### src/rtl/alu2_pkg.sv
package alu2_pkg;
  localparam int unsigned FUNC_W = 2;

  typedef enum logic [FUNC_W-1:0] {
    OP_ADD = 2'b00,
    OP_INV = 2'b01,
    OP_OR  = 2'b10,
    OP_AND = 2'b11
  } alu_op_e;
endpackage

### src/rtl/alu2_full_add.sv
module alu2_full_add (
  input  logic a_i,
  input  logic b_i,
  input  logic c_i,
  output logic s_o,
  output logic c_o
);
  logic half_x;

  assign half_x = a_i ^ b_i;
  assign s_o    = half_x ^ c_i;
  assign c_o    = (a_i & b_i) | (half_x & c_i);
endmodule

### src/rtl/alu2_ripple_add.sv
module alu2_ripple_add #(
  parameter int unsigned WIDTH = 2
) (
  input  logic [WIDTH-1:0] a_i,
  input  logic [WIDTH-1:0] b_i,
  output logic [WIDTH-1:0] sum_o,
  output logic             carry_o
);
  logic [WIDTH:0] chain;

  assign chain[0] = 1'b0;

  for (genvar i = 0; i < WIDTH; i++) begin : g_stage
    alu2_full_add u_fa (
      .a_i (a_i[i]),
      .b_i (b_i[i]),
      .c_i (chain[i]),
      .s_o (sum_o[i]),
      .c_o (chain[i+1])
    );
  end

  assign carry_o = chain[WIDTH];
endmodule

### src/rtl/alu2_logic_unit.sv
module alu2_logic_unit #(
  parameter int unsigned WIDTH = 2
) (
  input  logic [WIDTH-1:0] a_i,
  input  logic [WIDTH-1:0] b_i,
  output logic [WIDTH-1:0] inv_o,
  output logic [WIDTH-1:0] or_o,
  output logic [WIDTH-1:0] and_o
);
  for (genvar i = 0; i < WIDTH; i++) begin : g_bit
    assign inv_o[i] = ~a_i[i];
    assign or_o[i]  = a_i[i] | b_i[i];
    assign and_o[i] = a_i[i] & b_i[i];
  end
endmodule

### src/rtl/alu2_result_mux.sv
module alu2_result_mux
  import alu2_pkg::*;
#(
  parameter int unsigned WIDTH = 2
) (
  input  alu_op_e          sel_i,
  input  logic [WIDTH-1:0] add_i,
  input  logic [WIDTH-1:0] inv_i,
  input  logic [WIDTH-1:0] or_i,
  input  logic [WIDTH-1:0] and_i,
  output logic [WIDTH-1:0] res_o
);
  always_comb begin
    unique case (sel_i)
      OP_ADD:  res_o = add_i;
      OP_INV:  res_o = inv_i;
      OP_OR:   res_o = or_i;
      OP_AND:  res_o = and_i;
      default: res_o = '0;
    endcase
  end
endmodule

### src/rtl/alu2_core.sv
module alu2_core
  import alu2_pkg::*;
#(
  parameter int unsigned WIDTH = 2
) (
  input  logic [WIDTH-1:0]  a_i,
  input  logic [WIDTH-1:0]  b_i,
  input  logic [FUNC_W-1:0] func_i,
  output logic [WIDTH-1:0]  res_o,
  output logic              ovf_o
);
  alu_op_e          op;
  logic [WIDTH-1:0] sum;
  logic             carry;
  logic [WIDTH-1:0] inv_r, or_r, and_r;

  assign op = alu_op_e'(func_i);

  alu2_ripple_add #(.WIDTH(WIDTH)) u_add (
    .a_i     (a_i),
    .b_i     (b_i),
    .sum_o   (sum),
    .carry_o (carry)
  );

  alu2_logic_unit #(.WIDTH(WIDTH)) u_logic (
    .a_i   (a_i),
    .b_i   (b_i),
    .inv_o (inv_r),
    .or_o  (or_r),
    .and_o (and_r)
  );

  alu2_result_mux #(.WIDTH(WIDTH)) u_mux (
    .sel_i (op),
    .add_i (sum),
    .inv_i (inv_r),
    .or_i  (or_r),
    .and_i (and_r),
    .res_o (res_o)
  );

  // carry leaves the block only on the add code
  assign ovf_o = carry & (op == OP_ADD);
endmodule

### config.mk
export PLATFORM = sky130hd
export DESIGN_NAME = alu2_core
export DESIGN_NICKNAME = d
export VERILOG_FILES = /design/src/rtl/alu2_pkg.sv /design/src/rtl/alu2_full_add.sv /design/src/rtl/alu2_ripple_add.sv /design/src/rtl/alu2_logic_unit.sv /design/src/rtl/alu2_result_mux.sv /design/src/rtl/alu2_core.sv
export SDC_FILE = /design/constraint.sdc
export NUM_CORES = 1
export LEC_CHECK = 0
export ABC_AREA = 1
export BUFFER_PORTS_ARGS = -buffer_cell sky130_fd_sc_hd__buf_4
export CORE_AREA = 5 5 42 44
export DETAILED_ROUTE_END_ITERATION = 8
export DIE_AREA = 0 0 47 49
export GPL_ROUTABILITY_DRIVEN = 1
export PLACE_DENSITY = 0.3
export REMOVE_ABC_BUFFERS = 1
export SLEW_MARGIN = 10
export SYNTH_ARGS = -nofsm -noshare
export SYNTH_HDL_FRONTEND = slang
export SYNTH_SLANG_ARGS = --single-unit
### constraint.sdc
create_clock -name vclk -period 1.4
set_clock_uncertainty 0.15 [all_clocks]
set_input_delay 0 -clock vclk [all_inputs]
set_output_delay 0 -clock vclk [all_outputs]
set_load 0.01 [all_outputs]
* After elaboration in Yosys (flattened, before gate mapping) *
Index checks and enable logic that the tools add are counted.
W data, S select, Z words.

storage, ports and cells
  flip-flop bits (word level) = 0
  bits in latches = 0
  RAM bits = 0
  memory bits (read-only) = 0
  bits of input ports = 6
  output and inout port bits = 3
  logic and storage cells = 17
  memories = 0

cells by class
  add/sub/neg operators = 0
  $mul = 0
  divide/modulo/power cells = 0
  magnitude comparators = 0
  equality and inequality tests = 3
  shifts and indexed selects = 0
  mux-type cells = 1
  bitwise logic cells = 12
  reductions and logical operators = 1

operators by type and width
  kind                  count
  $pmux W2 S4           1
  $and A1 B1 Y1         4
  $eq A2 B2 Y1 const B  2
  $or A1 B1 Y1          3
  $xor A1 B1 Y1         3
  $eq A2 B1 Y1 const B  1
  $logic_not A2 Y1      1
  $not A1 Y1            2

* Longest topological paths before layout *
  depth in word-level cells = 4
  mapped depth = 6
  depth with buffers taken out = 6

* Modules after synthesis *
From an unflattened synthesis, not the netlist that was laid out.

second synthesis, totals
  cells, all modules = 29
  area total of the unflattened synthesis = 156.4 sq um

by module, submodules not included
  module           instances  cells an instance  area an instance (sq um)  sequential area each (sq um)
  alu2_result_mux  1          13                 61.3                      0.0
  alu2_full_add    2          1                  20.0                      0.0
  alu2_logic_unit  1          10                 37.5                      0.0
  alu2_core        1          3                  13.8                      0.0
  alu2_ripple_add  1          1                  3.8                       0.0

* Worst setup path after synthesis *
OpenSTA, ideal clock, no wires.

  path kind = input-to-output
  start point = input port a_i[0]
  end point = output port res_o[1]
  data arrival time = 0.958 ns
  data required time = 1.250 ns
  path slack = 0.292 ns
  stages = 6
  path buffers = 0
  path through = ha_1 fa_1 inv_1 nand2_1 nand2_1 nor2_1

between the ends
  cells in the longest elaborated chain, start to end = 3

RTL lines
  element          RTL line               source
  start, declared  alu2_core.sv:6         input logic [WIDTH-1:0] a_i,
  $and A1 B1 Y1    alu2_full_add.sv:12    assign c_o = (a_i & b_i) | (half_x & c_i);
  $xor A1 B1 Y1    alu2_full_add.sv:11    assign s_o = half_x ^ c_i;
  $pmux W2 S4      alu2_result_mux.sv:14  unique case (sel_i)
  end, declared    alu2_core.sv:9         output logic [WIDTH-1:0] res_o,

Every way passes these cells.

* Worst setup path in the final report *
Ends and elaborated chain as after synthesis.

==> results.py <==
metrics = {
    "setup_path": {
        "start_kind": "primary input",
        "crit_fanout": 3,
        "critPathKind": "in -> out",
        "cp-startpoint": "a_i[0]",
        "cp.arrival_ns": 1.16,
        "worstPathRequired_ns": 1.25,
        "endpoint_kind": "primary output",
    },
    "run": {
        "maxCapViolCount": 0,
    },
    "grt": {
        "grt_max_degree": 8,
        "track_usage": 0.0401,
        "grt_pass1_vias": 169,
        "overflow": 0,
        "grt_pass1_wl_microns": 731,
        "antenna_found_initial": 0,
    },
    "floorplan": {
        "die_x_microns": 47,
        "ios": 9,
        "die-area_sq_um": 2300,
        "die_h_microns": 49,
        "num_rows": 14,
        "initial_core_util": 0.124,
        "core_area_sq_um": 1400,
    },
    "route": {
        "drc": 0,
        "wl_microns": 412,
        "viasPerCell": 3.34,
        "vias": 187,
        "antenna_left": 0,
        "first_pass_iters": 1,
        "wl_per_cell_microns": 7.36,
        "drtIter0Drc": 0,
    },
    "finish": {
        "clkbuf_count": 0,
        "synthToLayoutAreaGrowth_pct": 50.4,
        "nets": 53,
        "design.seq.count": 0,
        "drive_gt1_frac": 0.225,
        "diodes": 0,
        "stdcell_count": 56,
        "ff_latch_area_sq_um": 0,
    },
    "clock_network": {
        "hold_buffers": 0,
        "post_cts_buffers": 0,
        "cts_resized": 0,
    },
    "power": {
        "clkPwrFrac": 0,
        "peakVddDrop_mv": 0.0442,
        "powerDensity_nw_per_um2": 256,
        "power_frac_comb": 1.000,
        "sw_frac_of_total": 0.497,
        "static-leakage-power_nw": 0.168,
        "p_int_uw": 33.6,
        "p_sw_uw": 33.2,
        "power_frac_seq": 0,
    },
    "sta": {
        "fmax_mhz": 766,
        "setup_viol": 0,
        "post-route-period-util": 0.933,
        "slew_headroom": 0.893,
        "layout_setup_ws_ns": 0.0942,
        "final.min_clock_period_ns": 1.31,
        "hold_violations": 0,
        "drv_slew": 0,
        "worst_pin_slew_ns": 0.160,
        "finalSetupTns_ns": 0,
        "rsz0062_at_grt": "no",
    },
    "logic_synthesis": {
        "yosys_warnings": 0,
        "synth_seq_area_share": 0,
        "syn_area_per_cell_sq_um": 5.61,
        "synth_cells": 31,
        "ys_types": 8,
        "syn_area_sq_um": 174,
    },
    "placement": {
        "dp.cells": 56,
        "pre_cts_slack_ns": 0.0809,
        "gp_congestion": 0.751,
        "hpwl_microns": 356,
        "port_buffers": 9,
    },
    "hold_path": {
        "min_path_cells": 3,
        "min_from": "func_i[1]",
        "hp-class": "in -> out",
    },
    "outcome": {
        "outcome": "completed",
    },
}
synth_stat cells:
cell type  count  area, sq um
fa_1           1         20.0
ha_1           4         50.1
inv_1          8         30.0
nand2_1        8         30.0
nand3_1        1         5.00
nor2_1         7         26.3
nor3b_1        1         7.51
o21ai_0        1         5.00
critical path, stage by stage:
cell and delay [ns]:
buf_4 0.12, ha_1 0.22, fa_1 0.48, inv_1 0.04, nand2_1 0.05, nand2_1 0.05, nor2_1 0.08, buf_4 0.12
logic make-up after synthesis:
logic type / after synthesis / share of synthesized area
and+or+nand+nor: 17 / 0.396
buffers and inverters: 8 / 0.173
adders and majority gates: 5 / 0.403
AOI/OAI and AO/OA: 1 / 0.0287
metal layers:
metal	wire length, microns	vias to the layer above	track usage	share of wire
met5	0	-	0	0
met4	0	0	0	0
met3	16	0	0	0.039
met2	199	4	0.0611	0.48
met1	196	76	0.0655	0.48
li1	-	107	-	-
stage by stage:
step | instance area, sq um | util | hold WS [ns] | total power [mW]
2_1_floorplan | 174 | - | -0.101 | 0.0312
5_1_grt | 262 | 0.187 | 0.184 | 0.0786
6_report | 262 | 0.187 | 0.150 | 0.0669
4_1_cts | 262 | 0.187 | 0.155 | 0.0686
3_5_place_dp | 262 | 0.187 | 0.152 | 0.0685
3_3_place_gp | 262 | 0.187 | 0.158 | 0.0687
cells in the final DEF, fill, tap and decap left out:
| cell | synthesis | routed |
|---|---|---|
| nor2_1 | 7 | 7 |
| o21ai_0 | 1 | 1 |
| buf_4 | 0 | 9 |
| fa_1 | 1 | 1 |
| nand3_1 | 1 | 1 |
| ha_1 | 4 | 4 |
| nand2_1 | 8 | 8 |
| nor3b_1 | 1 | 1 |
| inv_1 | 8 | 8 |
power by group through the flow:
stage	Combinational, mW	Clock, mW	Sequential [mW]
global placement	0.0687	0	0
CTS	0.0686	0	0
global route	0.0786	0	0
finish	0.0669	0	0
detailed placement	0.0685	0	0
floorplan	0.0312	0	0
worst paths after layout:
path | end | slack (ns)
max | res_o[1] | 0.09
min | ovf_o | 0.15
layout make-up:
cell class	instances	area, sq um
fillers	164	1140
inverters	8	30.0
multi-input cells	23	144
well taps	16	20.0
repair buffers	9	67.6
Note: power is estimated with default switching activity, not from simulation.
